**config.mk**
```make
export PLATFORM = sky130hd
export DESIGN_NAME = rom_lookup_seq
export DESIGN_NICKNAME = d
export VERILOG_FILES = /design/src/rtl/rom_lookup_pkg.sv /design/src/rtl/rom_lookup_ctrl.sv /design/src/rtl/rom_lookup_dp.sv /design/src/rtl/rom_lookup_seq.sv
export SDC_FILE = /design/constraint.sdc
export NUM_CORES = 1
export LEC_CHECK = 0
export ABC_CLOCK_PERIOD_IN_PS = 2600
export BUFFER_PORTS_ARGS = -buffer_cell sky130_fd_sc_hd__buf_4
export CORE_MARGIN = 2
export CORE_UTILIZATION = 50
export CTS_BUF_LIST = sky130_fd_sc_hd__clkbuf_2
export DETAILED_ROUTE_END_ITERATION = 8
export GPL_ROUTABILITY_DRIVEN = 0
export PLACE_DENSITY = 0.77
export SYNTH_ARGS = -nofsm -noshare
export SYNTH_HDL_FRONTEND = slang
export SYNTH_SLANG_ARGS = --single-unit
export TNS_END_PERCENT = 100
```
**constraint.sdc**
```tcl
create_clock -name clk -period 2.6 [get_ports clk]
set_input_delay 0.13 -clock clk [delete_from_list [all_inputs] [get_ports clk]]
set_output_delay 0.13 -clock clk [all_outputs]
set_load 0.01 [all_outputs]
```
**src/rtl/rom_lookup_pkg.sv**
```systemverilog
package rom_lookup_pkg;
  localparam int PAGE_W = 4;
  localparam int DPTR_W = 3;
  localparam int NIB_W  = 4;
  localparam int LOW_W  = DPTR_W + NIB_W;
  localparam int PC_W   = PAGE_W + LOW_W;
  localparam int ROM_W  = 2 * NIB_W + 1;

  typedef enum logic [1:0] {
    ST_IDLE,
    ST_FORM,
    ST_READ,
    ST_TAKE
  } seqState_t;

  // strobes from control to datapath
  typedef struct packed {
    logic pushPc;
    logic formAddr;
    logic popPc;
    logic readRom;
    logic takeWord;
  } seqStrobe_t;
endpackage

```
**src/rtl/rom_lookup_ctrl.sv**
```systemverilog
module rom_lookup_ctrl
  import rom_lookup_pkg::*;
(
  input  logic       clk,
  input  logic       rstN,
  input  logic       start,
  input  logic       callPush,
  input  logic       retPop,
  input  logic       stackEmpty,
  output seqStrobe_t strb,
  output logic       busy,
  output logic       done
);
  seqState_t state, stateNext;

  always_ff @(posedge clk) begin
    if (!rstN) state <= ST_IDLE;
    else       state <= stateNext;
  end

  always_comb begin
    strb      = '0;
    stateNext = state;
    case (state)
      ST_IDLE: begin
        if (start) begin
          strb.pushPc   = 1'b1;
          strb.formAddr = 1'b1;
          stateNext     = ST_FORM;
        end else if (callPush) begin
          strb.pushPc = 1'b1;
        end else if (retPop && !stackEmpty) begin
          strb.popPc = 1'b1;
        end
      end
      ST_FORM: stateNext = ST_READ;
      ST_READ: begin
        strb.readRom = 1'b1;
        strb.popPc   = 1'b1;
        stateNext    = ST_TAKE;
      end
      ST_TAKE: begin
        strb.takeWord = 1'b1;
        stateNext     = ST_IDLE;
      end
      default: stateNext = ST_IDLE;
    endcase
  end

  assign busy = (state != ST_IDLE);
  assign done = (state == ST_TAKE);
endmodule

```
**src/rtl/rom_lookup_dp.sv**
```systemverilog
module rom_lookup_dp
  import rom_lookup_pkg::*;
#(
  parameter int STACK_DEPTH = 8
) (
  input  logic              clk,
  input  logic              rstN,
  input  seqStrobe_t        strb,
  input  logic [PAGE_W-1:0] page,
  input  logic [DPTR_W-1:0] dptr,
  input  logic [NIB_W-1:0]  acc,
  input  logic [PC_W-1:0]   pcIn,
  input  logic              ursSet,
  input  logic [ROM_W-1:0]  romData,
  output logic              stackEmpty,
  output logic              romRdEn,
  output logic [PC_W-1:0]   romAddr,
  output logic              pcLoad,
  output logic [PC_W-1:0]   pcOut,
  output logic              wrAB,
  output logic [NIB_W-1:0]  bOut,
  output logic [NIB_W-1:0]  aOut,
  output logic              wrCy,
  output logic              cyOut,
  output logic              overflow
);
  localparam int SP_W  = $clog2(STACK_DEPTH + 1);
  localparam int IDX_W = $clog2(STACK_DEPTH);

  logic [PC_W-1:0]  stackMem [STACK_DEPTH];
  logic [SP_W-1:0]  sp;
  logic [IDX_W-1:0] wrIdx, topIdx;
  logic             stackFull;
  logic [PC_W-1:0]  formed;
  logic [PC_W-1:0]  addrReg;
  logic             ursFlag;

  assign stackFull  = (sp == SP_W'(STACK_DEPTH));
  assign stackEmpty = (sp == '0);
  assign wrIdx      = IDX_W'(sp);
  assign topIdx     = IDX_W'(sp - SP_W'(1));
  assign formed     = {page, dptr, acc};

  always_ff @(posedge clk) begin
    if (strb.pushPc && !stackFull) stackMem[wrIdx] <= pcIn;
  end

  always_ff @(posedge clk) begin
    if (!rstN) begin
      sp       <= '0;
      overflow <= 1'b0;
      pcLoad   <= 1'b0;
      pcOut    <= '0;
      addrReg  <= '0;
      ursFlag  <= 1'b0;
    end else begin
      if (strb.pushPc) begin
        if (stackFull) overflow <= 1'b1;
        else           sp <= sp + SP_W'(1);
      end else if (strb.popPc) begin
        sp <= sp - SP_W'(1);
      end
      pcLoad <= strb.formAddr | strb.popPc;
      if (strb.formAddr) begin
        pcOut   <= formed;
        addrReg <= formed;
      end else if (strb.popPc) begin
        pcOut <= stackMem[topIdx];
      end
      if (ursSet) ursFlag <= 1'b1;
    end
  end

  assign romRdEn = strb.readRom;
  assign romAddr = addrReg;
  assign wrAB    = strb.takeWord;
  assign bOut    = romData[2*NIB_W-1:NIB_W];
  assign aOut    = romData[NIB_W-1:0];
  assign wrCy    = strb.takeWord & ursFlag;
  assign cyOut   = romData[ROM_W-1];
endmodule

```
**src/rtl/rom_lookup_seq.sv**
```systemverilog
module rom_lookup_seq
  import rom_lookup_pkg::*;
#(
  parameter int STACK_DEPTH = 8
) (
  input  logic              clk,
  input  logic              rstN,
  input  logic              start,
  input  logic [PAGE_W-1:0] page,
  input  logic [DPTR_W-1:0] dptr,
  input  logic [NIB_W-1:0]  acc,
  input  logic [PC_W-1:0]   pcIn,
  input  logic              callPush,
  input  logic              retPop,
  input  logic              ursSet,
  output logic              romRdEn,
  output logic [PC_W-1:0]   romAddr,
  input  logic [ROM_W-1:0]  romData,
  output logic              busy,
  output logic              done,
  output logic              pcLoad,
  output logic [PC_W-1:0]   pcOut,
  output logic              wrAB,
  output logic [NIB_W-1:0]  bOut,
  output logic [NIB_W-1:0]  aOut,
  output logic              wrCy,
  output logic              cyOut,
  output logic              overflow
);
  seqStrobe_t strb;
  logic       stackEmpty;

  rom_lookup_ctrl u_ctrl (
    .clk(clk), .rstN(rstN), .start(start), .callPush(callPush),
    .retPop(retPop), .stackEmpty(stackEmpty), .strb(strb),
    .busy(busy), .done(done)
  );

  rom_lookup_dp #(.STACK_DEPTH(STACK_DEPTH)) u_dp (
    .clk(clk), .rstN(rstN), .strb(strb), .page(page), .dptr(dptr),
    .acc(acc), .pcIn(pcIn), .ursSet(ursSet), .romData(romData),
    .stackEmpty(stackEmpty), .romRdEn(romRdEn), .romAddr(romAddr),
    .pcLoad(pcLoad), .pcOut(pcOut), .wrAB(wrAB), .bOut(bOut),
    .aOut(aOut), .wrCy(wrCy), .cyOut(cyOut), .overflow(overflow)
  );
endmodule

```
==> metrics.md <==
| Metric | Value |
|---|---|
| H-tree depth | `4` |
| DRT antenna net count | `0` |
| Number of global-route vias before repair | `2,871` |
| Worst hold path depth | `5` |
| Syn avg cell area | `15.5 um2` |
| Synth-to-layout area growth | `22.3%` |
| Final #Nets | `442` |
| Router iterations before antenna repair | `5` |
| Num CTS Buffers | `17` |
| Wirelength, routed | `9660 um` |
| Max cap viols | `0` |
| Filler cells | `665` |
| Initial antenna violation count | `0` |
| Synthesis Warnings | `0` |
| Seq/Total Area, Yosys | `68.3%` |
| Vias per cell | `5.42` |
| Critical path arrival | `2820 ps` |
| Pwr per Cell Area | `1070 mW/mm2` |
| Total grt overflow | `0` |
| Share of layout cells above drive strength 1 | `33.9%` |
| Drt drc | `0` |
| Port Buffers | `56` |
| CTS tree | `built` |
| Outcome | `completed` |
| Diodes inserted | `0` |
| Total Power | `6.24 mW` |
| Period utilization | `89.1%` |
| DRT iter0 DRCs | `118` |
| Post-synthesis cell count | `308` |
| Clk slew on worst S/H paths | `170 ps` |
| VDD IR max | `0.496 mV` |
| Slew Limit Fails | `0` |
| Critical path class | `reg -> reg` |
| Net Count, Synth | `350` |
| R2r worst-path depth | `8` |
| # IOs | `75` |
| Largest net degree at the start of global routing | `32` |
| Post-detail-place hpwl | `6200 um` |
| Hold Fails Final Rpt | `0` |
| Final setup margin | `284 ps` |
| Crit path launch type | `register` |
| Initial core utilization | `51.7%` |
| Final setup viols | `0` |
| Slew @ Worst Pin | `770 ps` |
| RSZ-0062 raised after global routing | `no` |
| Number of clock sinks | `119` |
| Cell variety after synth | `36` |
| Via count | `2,937` |
| First-pass GRT wire length | `14,700 um` |
| Final clock skew | `36.1 ps` |
| Hold Crit Class | `in -> reg` |
| Syn Std Cell Area | `0.00478 mm2` |
| Max Root-Sink Buffers | `2` |
| CTS root buf | `clkbuf_2` |
| Critical path endpoint category | `register` |
| Die width | `102 um` |
| Peak Freq | `0.432 GHz` |
| Row Count | `35` |
| CP Data Required Time | `3100 ps` |
| Die Ht | `102 um` |
| Post-route setup TNS | `0 ps` |
| Overall routing resource usage | `19.7%` |
| Wire length per cell | `17.8 um` |
| CP Max Fanout | `24` |
| Die area | `0.0103 mm2` |
| Pre-CTS setup slack | `314 ps` |
| Synth Register Bits | `119` |
| Core footprint | `0.00924 mm2` |
| LEAKAGE | `2.16 nW` |
| Min Tclk post-route | `2320 ps` |
| Clk_lat worst skew | `630 ps` |
| Relative slew slack | `48.5%` |
==> routing by layer <==
layer  global-route usage [%]  wire (um)  vias to the layer above
met5                        0          0                        -
met4                     6.55        138                        0
met3                     5.45        735                       14
met2                     33.0       4750                      131
met1                     24.9       4040                     1443
li1                         -          -                     1349
==> final cells by class <==
cell class                      instances  area, um2  area share, %
Clock buffer                           17       85.1           1.46
Timing Repair Buffer                   98        813           13.9
Tap cell                              129        161           2.76
Inverter                                6       22.5          0.385
Multi-Input combinational cell        158       1350           23.0
Clock inverter                         15        151           2.59
Sequential cell                       119       3260           55.8
==> cell usage after synthesis <==
library cell	number	area, um2
a211o_2	1	10.0
a21boi_0	12	90.1
a21boi_1	1	7.51
a21oi_1	4	20.0
a221oi_1	1	8.76
a31oi_1	10	62.6
a31oi_4	1	21.3
and2_1	5	31.3
buf_2	4	20.0
buf_4	12	90.1
buf_6	1	11.3
clkbuf_1	8	30.0
dfxtp_1	31	621
edfxtp_1	88	2640
ha_1	5	62.6
inv_1	5	18.8
inv_2	1	3.75
mux2_2	10	113
mux2i_1	1	10.0
mux4_2	22	495
nand2_1	40	150
nand3_1	1	5.00
nor2_1	9	33.8
nor2_2	1	6.26
nor3_1	6	30.0
nor3b_1	1	7.51
o211a_1	1	10.0
o211ai_1	1	7.51
o21a_1	3	22.5
o21ai_0	14	70.1
o22ai_1	1	6.26
or3_1	2	12.5
or3b_4	1	11.3
or4_1	1	7.51
xnor2_1	1	8.76
xor2_1	2	17.5
==> power by group <==
part	switching, mW	total, mW	internal, mW
Combinational	1.29	2.55	1.26
Clock	0.689	1.13	0.443
Sequential	0.156	2.56	2.41
==> worst paths after layout <==
path / start / slack [ps] / endpoint
setup / recovery: u_dp.sp[0] / 280 / u_dp.pcOut[7]
hold reg to reg: u_dp.romAddr[1] / 480 / u_dp.romAddr[1]
setup reg to reg: u_dp.sp[0] / 280 / u_dp.pcOut[7]
hold / removal: retPop / 80 / u_dp.sp[1]
==> cell usage in the layout, fill, tap and decap left out, types with 2 or more instances in the layout <==
master / count
o21ai_0: 14
mux4_2: 22
nand2_1: 40
clkinv_2: 2
a21boi_0: 12
edfxtp_1: 88
inv_6: 3
ha_1: 5
buf_4: 71
dlygate4sd3_1: 26
a31oi_1: 10
nor3_1: 6
dfxtp_1: 31
or3_1: 2
a21oi_1: 4
bufinv_16: 2
clkinv_1: 2
clkinvlp_4: 2
clkinv_4: 3
inv_1: 5
mux2_2: 10
and2_1: 5
nor2_1: 9
o21a_1: 3
clkbuf_2: 17
==> per-stage QoR <==
stage	utilization (%)	instance area, um2	std cells	hold WS (ps)
finish	63.2	5840	542	81.6
detailed placement	57.9	5350	484	260
CTS	63.2	5840	542	15.2
global placement	57.9	5350	484	260
floorplan	-	4780	308	229
global route	63.2	5840	542	47.4
==> worst max-delay path, stage by stage, from the launching register on <==
cell and delay, ps:
dfxtp_1 470, inv_1 90, ha_1 330, inv_2 80
buf_12 210, mux4_2 530, mux2_2 290, nand2_1 90
a31oi_1 100
==> state kept, by name, summed over array words and instances (netlist names) <==
| register | cells |
|---|---|
| u_dp.stackMem | 88 |
| u_dp.pcOut | 11 |
| u_dp.romAddr | 11 |
| u_dp.sp | 4 |
| u_ctrl.state | 2 |
| u_dp.overflow | 1 |
| u_dp.pcLoad | 1 |
| u_dp.ursFlag | 1 |
==> cells by family (layout without fill, tap and decap cells) <==
kind of cell / after synthesis / in the layout / synth area share, %
flip-flops: 119 / 119 / 68.3
adder cells (fa/ha/maj): 5 / 5 / 1.31
buffers and inverters: 31 / 136 / 3.64
multiplexers: 33 / 33 / 12.9
AO/OA/AOI/OAI: 50 / 50 / 7.05
XOR/XNOR: 3 / 3 / 0.550
AND/OR/NAND/NOR: 67 / 67 / 6.18
==> repair_timing <==
item	4_1_cts	5_1_grt
endpoints found under the hold margin	119	0
hold buffers	26	0
buffers inserted	0	0
gates resized for setup	0	0
setup endpoints to repair	0	0
No activity file was read; power rests on OpenSTA's default activity.
